**src/rtl/lcg_fill_pkg.sv**
```systemverilog
package lcg_fill_pkg;

    localparam int unsigned DEF_DATA_W   = 8;
    localparam int unsigned DEF_REG_W    = 8;
    localparam int unsigned DEF_SHIFT    = 4;     // multiplier = 2**SHIFT + 1
    localparam int unsigned DEF_INCR     = 8'h9D;
    localparam int unsigned DEF_SEED     = 8'hD7;
    localparam int unsigned DEF_COUNT    = 255;

    localparam int unsigned START_BIT    = 0;
    localparam int unsigned DONE_BIT     = 0;

endpackage

```
**src/rtl/lcg_step.sv**
```systemverilog
module lcg_step #(
    parameter int unsigned W     = 8,
    parameter int unsigned SHIFT = 4,
    parameter int unsigned INCR  = 8'h9D
) (
    input  logic [W-1:0] cur_val,
    output logic [W-1:0] nxt_val
);
    localparam logic [W-1:0] INCR_W = W'(INCR);

    logic [W-1:0] scaled;

    generate
        if (SHIFT >= W) begin : g_shift_out
            // shifted copy falls off the top: multiplier reduces to 1
            assign scaled = cur_val;
        end else if (SHIFT == 0) begin : g_double
            assign scaled = cur_val + cur_val;
        end else begin : g_shift_add
            assign scaled = (cur_val << SHIFT) + cur_val;
        end
    endgenerate

    assign nxt_val = scaled + INCR_W;

endmodule

```
**src/rtl/fill_ctrl_regs.sv**
```systemverilog
module fill_ctrl_regs #(
    parameter int unsigned REG_W = 8
) (
    input  logic             ctrl_wr,
    input  logic [REG_W-1:0] ctrl_wdata,
    input  logic             done,
    output logic             start_req,
    output logic             clear_req,
    output logic [REG_W-1:0] status_rd
);
    import lcg_fill_pkg::*;

    always_comb begin
        start_req = ctrl_wr && ctrl_wdata[START_BIT];
        clear_req = ctrl_wr;
        status_rd = '0;
        status_rd[DONE_BIT] = done;
    end

endmodule

```
**src/rtl/fill_sequencer.sv**
```systemverilog
module fill_sequencer #(
    parameter int unsigned W     = 8,
    parameter int unsigned COUNT = 255,
    parameter int unsigned SEED  = 8'hD7,
    parameter int unsigned IDX_W = (COUNT > 1) ? $clog2(COUNT) : 1
) (
    input  logic             clk,
    input  logic             rst_n,
    input  logic             start_req,
    input  logic             clear_req,
    input  logic             bank_sel,
    input  logic [W-1:0]     gen_next,
    output logic             running,
    output logic             done,
    output logic             bank,
    output logic [IDX_W-1:0] idx,
    output logic [W-1:0]     gen_val
);
    localparam logic [IDX_W-1:0] LAST_IDX = IDX_W'(COUNT - 1);
    localparam logic [W-1:0]     SEED_W   = W'(SEED);

    typedef struct packed {
        logic             running;
        logic             done;
        logic             bank;
        logic [IDX_W-1:0] idx;
        logic [W-1:0]     val;
    } seq_state_t;

    seq_state_t st_d, st_q;

    always_comb begin
        st_d = st_q;
        if (st_q.running) begin
            st_d.idx = st_q.idx + IDX_W'(1);
            st_d.val = gen_next;
            if (st_q.idx == LAST_IDX) begin
                st_d.running = 1'b0;
                st_d.done    = 1'b1;
            end
        end
        if (clear_req) begin
            st_d.done = 1'b0;
        end
        if (start_req) begin
            st_d.running = 1'b1;
            st_d.done    = 1'b0;
            st_d.bank    = bank_sel;
            st_d.idx     = '0;
            st_d.val     = SEED_W;
        end
    end

    always_ff @(posedge clk or negedge rst_n) begin
        if (!rst_n) begin
            st_q <= '{running: 1'b0, done: 1'b0, bank: 1'b0, idx: '0, val: SEED_W};
        end else begin
            st_q <= st_d;
        end
    end

    assign running = st_q.running;
    assign done    = st_q.done;
    assign bank    = st_q.bank;
    assign idx     = st_q.idx;
    assign gen_val = st_q.val;

endmodule

```
**src/rtl/lcg_fill_engine.sv**
```systemverilog
module lcg_fill_engine #(
    parameter int unsigned W      = lcg_fill_pkg::DEF_DATA_W,
    parameter int unsigned REG_W  = lcg_fill_pkg::DEF_REG_W,
    parameter int unsigned SHIFT  = lcg_fill_pkg::DEF_SHIFT,
    parameter int unsigned INCR   = lcg_fill_pkg::DEF_INCR,
    parameter int unsigned SEED   = lcg_fill_pkg::DEF_SEED,
    parameter int unsigned COUNT  = lcg_fill_pkg::DEF_COUNT,
    parameter int unsigned IDX_W  = (COUNT > 1) ? $clog2(COUNT) : 1,
    parameter int unsigned ADDR_W = IDX_W + 1
) (
    input  logic              clk,
    input  logic              rst_n,
    input  logic              ctrl_wr,
    input  logic [REG_W-1:0]  ctrl_wdata,
    input  logic              bank_sel,
    output logic [REG_W-1:0]  status_rd,
    output logic              mem_we,
    output logic [ADDR_W-1:0] mem_addr,
    output logic [W-1:0]      mem_wdata
);
    logic             start_req;
    logic             clear_req;
    logic             running;
    logic             done;
    logic             bank;
    logic [IDX_W-1:0] idx;
    logic [W-1:0]     gen_val;
    logic [W-1:0]     gen_next;

    fill_ctrl_regs #(.REG_W(REG_W)) i_regs (
        .ctrl_wr    (ctrl_wr),
        .ctrl_wdata (ctrl_wdata),
        .done       (done),
        .start_req  (start_req),
        .clear_req  (clear_req),
        .status_rd  (status_rd)
    );

    lcg_step #(.W(W), .SHIFT(SHIFT), .INCR(INCR)) i_step (
        .cur_val (gen_val),
        .nxt_val (gen_next)
    );

    fill_sequencer #(.W(W), .COUNT(COUNT), .SEED(SEED), .IDX_W(IDX_W)) i_seq (
        .clk       (clk),
        .rst_n     (rst_n),
        .start_req (start_req),
        .clear_req (clear_req),
        .bank_sel  (bank_sel),
        .gen_next  (gen_next),
        .running   (running),
        .done      (done),
        .bank      (bank),
        .idx       (idx),
        .gen_val   (gen_val)
    );

    assign mem_we    = running;
    assign mem_addr  = {bank, idx};
    assign mem_wdata = gen_val;

endmodule

```
**config.mk**
```make
export PLATFORM = sky130hd
export DESIGN_NAME = lcg_fill_engine
export DESIGN_NICKNAME = d
export VERILOG_FILES = /design/src/rtl/lcg_fill_pkg.sv /design/src/rtl/lcg_step.sv /design/src/rtl/fill_ctrl_regs.sv /design/src/rtl/fill_sequencer.sv /design/src/rtl/lcg_fill_engine.sv
export SDC_FILE = /design/constraint.sdc
export NUM_CORES = 1
export LEC_CHECK = 0
export ABC_AREA = 1
export BUFFER_PORTS_ARGS = -buffer_cell sky130_fd_sc_hd__buf_2
export CAP_MARGIN = 40
export CELL_PAD_IN_SITES_DETAIL_PLACEMENT = 1
export CELL_PAD_IN_SITES_GLOBAL_PLACEMENT = 2
export CORE_ASPECT_RATIO = 0.9
export CORE_MARGIN = 5
export CORE_UTILIZATION = 26
export CTS_CLUSTER_SIZE = 28
export DETAILED_ROUTE_END_ITERATION = 8
export PLACE_DENSITY = 0.71
export SETUP_SLACK_MARGIN = 0.1
export SLEW_MARGIN = 0
export SYNTH_ARGS = -nofsm -noshare
export SYNTH_HDL_FRONTEND = slang
export SYNTH_SLANG_ARGS = --single-unit
```
**constraint.sdc**
```tcl
create_clock -name clk -period 1.7 [get_ports clk]
set_input_delay 0.51 -clock clk [delete_from_list [all_inputs] [get_ports clk]]
set_output_delay 0.51 -clock clk [all_outputs]
set_load 0.01 [all_outputs]
```
# Yosys cells after proc, flatten, opt, wreduce, memory -nomap -nowiden
# Cells that the tools add are included.
# op_classes
addsub	3
eq_ne	1
muxes	5
n_reduce_logical	5
# ops
cell	n
two-way mux 19 bit	1
two-way mux 16 bit	1
adder 8 x 1 -> 8 bit, second input constant	1
adder 8 bit	1
adder 8 bit, second input constant	1
equality test 8 bit, second input constant	1
nonzero test 3 bit	2
two-way mux 2 bit	2
AND reduction 2 bit	1
nonzero test 2 bit	1
logical AND 1 bit	1
two-way mux 1 bit	1
# word_totals
register_bits	19
output_inout_bits	26
wordCells	19

# Logic depth before layout (Yosys ltp)
# Gate-level depths: netlist (run 1).
# depth
word_depth	5
ltp_mapped	12
depth_no_buf	12

# Cells and area by module
# From an unflattened synthesis (run 1), not the netlist that was laid out.
# unflattened
cells_unflattened	167
area_unflattened_um2	1308.8
# by_module_without_submodules
mod	n_inst	cells_per_inst	area_each_um2
fill_sequencer	1	90	859.6
lcg_step	1	64	362.8
fill_ctrl_regs	1	12	78.8
lcg_fill_engine	1	1	7.5

# Worst setup path before layout (run 1)
# OpenSTA, ideal clock, no wires.
# synth_path
path_kind	reg2reg
startpoint	reg i_seq.st_q (netlist bit i_seq.gen_val[0])
endpoint	reg i_seq.st_q (netlist bit i_seq.gen_val[7])
setup_ns	0.072
arrival_ns	1.601
t_required_ns	1.628
path_slack_ns	0.027
stages_incl_launch_ff	13
path_buffers	0
cell_sequence	dfstp_2 inv_1 ha_1 inv_1 ha_1 inv_1 nand2_1 nand3_1 nand2_1 nand2_1 nand3_1 nand2_1 inv_1
# synth_via
elab_chain_len	4
# synth_rtl
element	line	rtl
from (decl)	fill_sequencer.sv:30	seq_state_t st_d, st_q;
from (signal assigned)	fill_sequencer.sv:56	st_q <= '{running: 1'b0, done: 1'b0, bank: 1'b0, idx: '0, val: SEED_W};
from (signal assigned)	fill_sequencer.sv:58	st_q <= st_d;
adder 8 bit	lcg_step.sv:20	assign scaled = (cur_val << SHIFT) + cur_val;
adder 8 bit	lcg_step.sv:24	assign nxt_val = scaled + INCR_W;
two-way mux 16 bit	fill_sequencer.sv:34	if (st_q.running) begin
two-way mux 19 bit	fill_sequencer.sv:45	if (start_req) begin
# Every way passes these cells. The select of a mux whose other input is x is not followed.
# A chain may end at the register's enable or synchronous reset.

# Worst setup path after layout (run 1)
# layout_path
startpoint	reg i_seq.st_q (netlist bit i_seq.gen_val[4])
endpoint	reg i_seq.st_q (netlist bit i_seq.gen_val[7])
# Same word-level chain as after synthesis.

==> flow_metrics.tcl, run 1 <==
set metrics [dict create \
    outcome "finished, final reports clean" \
    grt_pass1_vias 1233 \
    cp_num_buf_inv 4 \
    root_buffer "clkbuf_8" \
    path_clk_slew_ns 0.08 \
    synth.most_common_cell "nand2_1" \
    via_per_inst 4.47 \
    num_antenna_cells 0 \
    yosys.area.top_type "dfrtp_1" \
    synth_top_area_share_pct 25.4 \
    die_w_um 84.0 \
    leakage_nw 0.849 \
    instances_no_fill 250 \
    grt_pass1_wl_um 6040 \
    vias 1117 \
    avgSynthCellArea_um2 8.32 \
    end_kind "flip-flop" \
    clock_sinks 19 \
    dr_wl_met3_um 87 \
    cpLargestDelayFamily "flip-flops" \
    worst_slack_ns 0.0421 \
    peakVddDrop_v 0.000792 \
    cap_violations 0 \
    rsz0062_at_grt "true" \
    gp_congestion 0.752 \
    path_depth 12 \
    final_layout_size_suffix_gt1_share_pct 38.4 \
    filler_cell_count 593 \
    drtAntennaViolNets 0 \
    fin_nets 211 \
    insertion_delay_ns 0.26 \
    dr.max_layer_used "met4" \
    hold_viol 0 \
    core_area_mm2 0.00480 \
    start_util_pct 26.7 \
    wl_met2_um 1720 \
    wire_per_inst_um 13.9 \
    yosysSeqAreaShare_pct 37.7 \
    ff_latch_area_um2 484 \
    grt_start_max_net_pins 20 \
    worst_setup_path_start_kind "flip-flop" \
    crit_type "reg -> reg" \
    dieHeight_um 76.6 \
    ff2ff_path_depth 12 \
    skew_ns 0.00252 \
    slowest_stage "dfstp_2" \
    synth-seq-cells 19 \
    area_growth_pct 27.5 \
    dieArea_mm2 0.00643 \
    antenna_found_initial 0 \
    globalRouteOverflowTotal 0 \
    drcViolationCount 0 \
    firstDrtPassIters 2 \
    min-delay-path-class "in -> async" \
    multi_input_comb_area_um2 746 \
    synth_area_mm2 0.00128 \
    htree_levels 1 \
    cts_buffers 3 \
    synthCells 154 \
    hold_buffers 0 \
    synth-async-reset-ratio_pct 100 \
    cp.arrival_ns 1.87 \
    power_mw 3.43 \
    dp.cells 246 \
    r2r-start "i_seq.gen_val[4]" \
    drv_slew 0 \
    tns_ns 0 \
    power_density_mw_per_mm2 2100 \
    ys.flop_type "dfrtp_1" \
    critPathMaxStageDelay_ns 0.54 \
    tritoncts "yes" \
    post_cts_buffers 0 \
    final.period_utilization_pct 97.5 \
    pre_cts_ws_ns -0.00367 \
    cp_max_fo 2 \
    fin_crit_ns 1.66 \
    finalSetupViolCount 0 \
    crit_chain "inv_2, ha_4, inv_4, ha_4, inv_2, nand2_2, nand3_2, nand2_1, nand2_1, nand3_1, nand2_1, inv_1" \
    clockBufferDepth 2 \
    numPortBuffers 23 \
    rows 24 \
    yosysWarnings 0 \
    synth_edf_count 0 \
    grt.total_usage_pct 11.7 \
    pin_count 38 \
    fmax_ghz 0.603 \
    drtIter0Drc 9 \
    ys_types 29 \
    synth.area.top_cells "dfrtp_1 (25%), ha_1 (13%), dfstp_2 (12%)" \
    startpoint "i_seq.gen_val[4]" \
    cp.required_ns 1.91 \
    met1_length_um 1580 \
    hpwl_um 2640 \
    finalWirelength_um 3480 \
    synth_common_cells "nand2_1 (34), inv_1 (23), dfrtp_1 (13), ha_1 (13)" \
    cpMostUsedCell "nand2_1" \
]
area by class of cell:
cell class | instances | area share, %
sequential | 19 | 29.6
multi-input combinational | 105 | 45.6
tap | 65 | 4.98
inverter | 26 | 6.13
timing repair buffer | 31 | 10.9
clock buffer | 4 | 2.76
per-layer routing:
| layer | up-vias | global-route usage (%) |
|---|---|---|
| li1 | 546 | - |
| met1 | 543 | 13.8 |
| met2 | 21 | 20.2 |
| met3 | 7 | 2.16 |
| met4 | 0 | 5.95 |
| met5 | - | 0 |
cell usage in the layout (no fill, tap or decap), types with 2 or more instances in the layout:
cell type	Yosys	layout
a21oi_1	8	7
nor2_1	7	6
inv_1	23	19
nor2_2	3	3
buf_2	0	22
dfstp_2	6	6
nor2_4	1	2
buf_4	9	9
ha_1	13	6
nand3_1	9	6
nand2_1	34	31
conb_1	1	7
o22ai_1	2	2
o21ai_0	5	4
ha_2	0	2
nand4_1	2	2
clkbuf_8	0	3
xor2_1	3	3
inv_2	3	6
nand3_2	0	3
nand2_2	1	4
ha_4	0	5
dfrtp_1	13	12
stage by stage:
stage	cell area, µm²	util (%)	hold WS, ns
floorplan	1300	-	0.214
global placement	1480	30.8	0.471
detailed placement	1480	30.8	0.481
CTS	1610	33.6	0.207
global route	1630	34.0	0.224
finish	1630	34.0	0.191
flip-flops by register name (all words and copies together), names as in the netlist:
name,cells
i_seq.bank,1
i_seq.done,1
i_seq.gen_val,8
i_seq.idx,8
i_seq.running,1
repair_timing:
item	CTS	global route
endpoints found under the setup margin	5	6
pin swaps	8	8
resized for setup	16	7
report_power, final:
part           total, mW  internal [mW]  switching, mW
Clock              0.328          0.167          0.161
Sequential         0.813          0.663          0.150
Combinational       2.29           1.05           1.23
Total               3.43           1.88           1.55
path summary, 6_finish.rpt:
| path | to | slack [ns] |
|---|---|---|
| worst min-delay path | i_seq.idx[7] | 0.19 |
| worst min register to register | i_seq.bank | 0.49 |
| worst max-delay path | i_seq.gen_val[7] | 0.04 |
| max in group asynchronous | i_seq.gen_val[4] | 1.17 |
| min in group clk | i_seq.done | 0.43 |
| worst max register to register | i_seq.gen_val[7] | 0.04 |
logic make-up after synthesis:
family | Yosys count | share of synthesized area [%]
adder cells (fa/ha/maj) | 13 | 12.7
AND/OR/NAND/NOR | 62 | 24.3
AO/OA/AOI/OAI | 20 | 9.18
buffers and inverters | 36 | 13.8
XOR/XNOR | 3 | 2.05
flip-flops | 19 | 37.7
other | 1 | 0.293
Note: power is estimated with default switching activity, not from simulation.
==> run 2: changes to the inputs <==
--- a/config.mk
+++ b/config.mk
@@ -10,7 +10,6 @@
 export CAP_MARGIN = 40
 export CELL_PAD_IN_SITES_DETAIL_PLACEMENT = 1
 export CELL_PAD_IN_SITES_GLOBAL_PLACEMENT = 2
-export CORE_ASPECT_RATIO = 0.9
 export CORE_MARGIN = 5
 export CORE_UTILIZATION = 26
 export CTS_CLUSTER_SIZE = 28
==> run 2 against run 1 <==
Effect of this change:
- register-to-register slack is essentially flat
- count of clock-buffer cells in the layout unchanged
- total power increased by 5.2%
- worst setup slack better by 0.013 ns
==> flow_metrics.tcl, run 2 (synthesized netlist as in run 1, its figures left out) <==
set metrics [dict create \
    outcome "finished, final reports clean" \
    grt_pass1_wl_um 5550 \
    tns_ns 0 \
    peakVddDrop_v 0.000644 \
    leakage_nw 0.868 \
    final_common_cell "nand2_1" \
    drtAntennaViolNets 0 \
    final_layout_size_suffix_gt1_share_pct 40.6 \
    rows 25 \
    via_per_inst 4.27 \
    crit_type "reg -> reg" \
    htree_levels 1 \
    die_w_um 80.2 \
    dieArea_mm2 0.00643 \
    finalWirelength_um 3330 \
    end_kind "flip-flop" \
    fin_crit_ns 1.65 \
    clockBufferDepth 2 \
    power_mw 3.61 \
    globalRouteOverflowTotal 0 \
    startpoint "i_seq.gen_val[2]" \
    firstDrtPassIters 2 \
    area_growth_pct 34.3 \
    reg2reg_slack_ns 0.05 \
    numPortBuffers 23 \
    cp_max_fo 4 \
    pre_cts_ws_ns -0.0593 \
    finalSetupViolCount 0 \
    cp.required_ns 1.90 \
    grt.total_usage_pct 11.0 \
    antenna_found_initial 0 \
    hold_viol 0 \
    drcViolationCount 0 \
    fin_nets 213 \
    r2r-start "i_seq.gen_val[2]" \
    cap_violations 0 \
    r2r_end "i_seq.gen_val[7]" \
    power_density_mw_per_mm2 2100 \
    crit_end "i_seq.gen_val[7]" \
    cts_buffers 3 \
    pin_count 38 \
    worst_setup_path_start_kind "flip-flop" \
    hpwl_um 2630 \
    drv_slew 0 \
    gp_congestion 0.762 \
    final.period_utilization_pct 96.8 \
    num_antenna_cells 0 \
    root_buffer "clkbuf_8" \
    core_area_mm2 0.00475 \
    ff2ff_path_depth 9 \
    start_util_pct 26.9 \
    grt_start_max_net_pins 20 \
    clock_sinks 19 \
    grt_pass1_vias 1187 \
    insertion_delay_ns 0.25 \
    skew_ns 0.000950 \
    rsz0062_at_grt "true" \
    fin_area_mm2 0.00172 \
    vias 1085 \
    timing.hold.ws_ns 0.194 \
    min-delay-path-class "in -> async" \
    path_clk_slew_ns 0.07 \
    dieHeight_um 80.2 \
    layout_common_cells "nand2_1 (31), buf_2 (21), inv_1 (18)" \
    fmax_ghz 0.608 \
    place_area_mm2 0.00147 \
    wire_per_inst_um 13.1 \
    cp.arrival_ns 1.84 \
    worst_slack_ns 0.0548 \
    tritoncts "yes" \
    drtIter0Drc 41 \
]
## run 2: worst max-delay path, stage by stage (launching register included)
cell and delay [ns]:
dfstp_2 0.56, ha_1 0.26, ha_4 0.30, nand2_1 0.05, inv_1 0.07, nand3_2 0.09
nand3_1 0.09, nand3_1 0.07, nand2_1 0.07, inv_1 0.03
## run 2: power by group
| part | total, mW | switching (mW) | internal (mW) |
|---|---|---|---|
| clock network | 0.316 | 0.149 | 0.167 |
| logic | 2.45 | 1.26 | 1.19 |
| registers | 0.838 | 0.174 | 0.664 |
| total | 3.61 | 1.59 | 2.02 |
## run 2: what timing repair did
item                       CTS  global route
hold buffers                 0             0
resized for setup           27             6
setup buffers                4             1
setup endpoints to repair    4             7
pin swaps                   10             5
## run 2: per-layer routing
layer | GRT usage, % | wire length (µm)
met1 | 12.9 | 1470
met2 | 20.2 | 1710
met3 | 2.02 | 115
met4 | 3.55 | 31
met5 | 0 | 0
## run 2: cell type report
type	instances	area, µm²
clock buffers	4	45.0
inverters	26	104
flip-flops and latches	19	484
repair buffers	33	214
fillers	589	3030
multi-input cells	105	790
well taps	67	83.8
## run 2: through the flow
stage / instances / util, %
after floorplan: 160 / -
after global placement: 246 / 30.9
after detailed placement: 246 / 30.9
after CTS: 254 / 35.7
after global routing: 254 / 36.2
final: 254 / 36.2
## run 2: worst min-delay path by stage
stage,endpoint
after floorplan,i_seq.bank
after global placement,i_seq.bank
after detailed placement,i_seq.idx[7]
after CTS,i_seq.idx[7]
after global routing,i_seq.idx[5]
final,i_seq.idx[7]
==> run 3: changes to the inputs <==
--- a/config.mk
+++ b/config.mk
@@ -11,12 +11,13 @@
 export CELL_PAD_IN_SITES_DETAIL_PLACEMENT = 1
 export CELL_PAD_IN_SITES_GLOBAL_PLACEMENT = 2
 export CORE_MARGIN = 5
-export CORE_UTILIZATION = 26
+export CORE_UTILIZATION = 28
 export CTS_CLUSTER_SIZE = 28
 export DETAILED_ROUTE_END_ITERATION = 8
-export PLACE_DENSITY = 0.71
+export PLACE_DENSITY = 0.73
 export SETUP_SLACK_MARGIN = 0.1
 export SLEW_MARGIN = 0
 export SYNTH_ARGS = -nofsm -noshare
 export SYNTH_HDL_FRONTEND = slang
+export SYNTH_HIERARCHICAL = 1
 export SYNTH_SLANG_ARGS = --single-unit
==> constraint.sdc (replaced) <==
create_clock -name clk -period 1.8 [get_ports clk]
set_input_delay 0.54 -clock clk [delete_from_list [all_inputs] [get_ports clk]]
set_output_delay 0.54 -clock clk [all_outputs]
set_load 0.01 [all_outputs]
==> run 3 against run 2 <==
Effect of this change:
- the flow now finishes with violations (setup timing)
- flip-flop and latch count unchanged
- clock power decreased by 3%
- hold slack improved by 0.017 ns
- sequential share of layout area increased by 2.2 points
- worst setup slack got worse by 0.056 ns
- routed wire length decreased by 0.24%
- largest power group unchanged
- utilization decreased by 0.32 points
- critical path depth increased by 2
- sequential power decreased by 13%
==> flow_metrics.tcl, run 3 <==
set metrics [dict create \
    antenna_found_initial 0 \
    instances_no_fill 248 \
    finalWirelength_um 3320 \
    crit_type "reg -> reg" \
    grt_pass1_wl_um 5660 \
    num_antenna_cells 0 \
    drtIter0Drc 63 \
    synth-async-reset-ratio_pct 100 \
    synth.area.top_cells "dfrtp_1 (25%), dfstp_2 (12%), ha_1 (11%)" \
    cp.arrival_ns 2.00 \
    ff2ff_path_depth 11 \
    pre_cts_ws_ns -0.0266 \
    area_growth_pct 21.8 \
    min-delay-path-class "in -> async" \
    power_density_mw_per_mm2 1880 \
    ys_types 27 \
    outcome "complete, but fails checks" \
    synth_top_area_share_pct 24.9 \
    rsz0062_at_grt "true" \
    gp_congestion 0.754 \
    finalSetupViolCount 1 \
    synth-seq-cells 19 \
    final.period_utilization_pct 100 \
    crit_chain "inv_2, ha_4, inv_2, ha_4, nand2_2, inv_2, a21oi_2, nand2_1, nand2_1, nand2_1, o22a_1" \
    fin_crit_ns 1.80 \
    cpLargestDelayFamily "flip-flops" \
    root_buffer "clkbuf_8" \
    rows 24 \
    numPortBuffers 23 \
    reg2reg_slack_ns -0.001 \
    yosys.area.top_type "dfrtp_1" \
    pin_count 38 \
    place_area_mm2 0.00153 \
    r2r-start "i_seq/gen_val[0]" \
    hold_viol 0 \
    final_layout_size_suffix_gt1_share_pct 32.7 \
    clock_sinks 19 \
    startpoint "i_seq/gen_val[0]" \
    tritoncts "yes" \
    drtAntennaViolNets 0 \
    htree_levels 1 \
    leakage_nw 0.822 \
    globalRouteOverflowTotal 0 \
    cap_violations 0 \
    firstDrtPassIters 4 \
    cp_max_fo 4 \
    cp.required_ns 1.99 \
    final_util_pct 35.9 \
    skew_ns 0.00277 \
    slowest_stage "dfstp_2" \
    worst_setup_path_start_kind "flip-flop" \
    clockBufferDepth 2 \
    die_w_um 78.4 \
    worst_slack_ns -0.00131 \
    layout_common_cells "nand2_1 (36), buf_2 (23), inv_1 (21)" \
    power_mw 3.00 \
    fin_area_mm2 0.00159 \
    cts_buffers 3 \
    hpwl_um 2760 \
    avgSynthCellArea_um2 7.84 \
    via_per_inst 4.60 \
    fmax_ghz 0.555 \
    r2r_end "i_seq/gen_val[6]" \
    fin_nets 221 \
    synth.most_common_cell "nand2_1" \
    synth_edf_count 0 \
    peakVddDrop_v 0.000488 \
    grt.total_usage_pct 11.5 \
    ys.flop_type "dfrtp_1" \
    synthCells 167 \
    wire_per_inst_um 13.4 \
    crit_end "i_seq/gen_val[6]" \
    synth_area_mm2 0.00131 \
    insertion_delay_ns 0.26 \
    core_area_mm2 0.00444 \
    dieArea_mm2 0.00614 \
    drcViolationCount 0 \
    final_common_cell "nand2_1" \
    cp_num_buf_inv 3 \
    end_kind "flip-flop" \
    synth_common_cells "nand2_1 (40), inv_1 (25), dfrtp_1 (13)" \
    yosysWarnings 6 \
    start_util_pct 29.4 \
    path_clk_slew_ns 0.08 \
    violations "setup timing" \
    vias 1141 \
    filler_cell_count 565 \
    dp.cells 243 \
    dieHeight_um 78.4 \
    grt_pass1_vias 1174 \
    grt_start_max_net_pins 20 \
    drv_slew 0 \
    path_depth 11 \
    yosysSeqAreaShare_pct 36.9 \
    critPathMaxStageDelay_ns 0.54 \
]
## run 3: stage by stage
stage	hold slack, ns	TNS (ns)
finish	0.212	-0.00131
global route	0.249	-0.221
CTS	0.221	-0.0159
detailed placement	0.470	-0.0444
global placement	0.458	0
floorplan	0.244	0
## run 3: how the worst min path moves through the flow
stage               cells past startpoint      endpoint        from
finish                                  1  i_seq/idx[7]       rst_n
global route                            1  i_seq/idx[7]       rst_n
CTS                                     1  i_seq/idx[7]       rst_n
detailed placement                      2    i_seq/bank  i_seq/bank
global placement                        2    i_seq/bank  i_seq/bank
floorplan                               0    i_seq/bank       rst_n
## run 3: layout make-up
type	instances	area, µm²	area share (%)
Clock buffer	3	41.3	2.59
Clock inverter	1	5.00	0.314
Inverter	29	111	6.99
Multi-Input combinational cell	115	728	45.7
Sequential cell	19	483	30.3
Tap cell	52	65.1	4.08
Timing Repair Buffer	29	160	10.0
## run 3: layer usage
| layer | part of all wire, % | wire [µm] | GRT usage (%) |
|---|---|---|---|
| met5 | 0 | 0 | 0 |
| met4 | 0.21 | 7 | 1.05 |
| met3 | 4.3 | 144 | 3.32 |
| met2 | 49 | 1630 | 20.1 |
| met1 | 46 | 1540 | 14.7 |
## run 3: power breakdown
part           internal, mW  switching [mW]  total [mW]
clock network         0.154           0.151       0.305
logic                 0.923            1.04        1.97
registers             0.602           0.124       0.726
## run 3: kinds of logic after synthesis
family	count (synthesis)	synth area share, %
flip-flops	19	36.9
other	1	0.287
XOR/XNOR	3	2.01
adder cells (fa/ha/maj)	12	11.5
AO/OA/AOI/OAI	20	10.0
buffers and inverters	39	14.2
AND/OR/NAND/NOR	73	25.0
## run 3: what timing repair did
item,4_1_cts,5_1_grt
hold buffers,0,0
gates cloned,0,0
endpoints found under the setup margin,3,4
resized for setup,3,2
buffers inserted,1,0
pin swaps,0,4
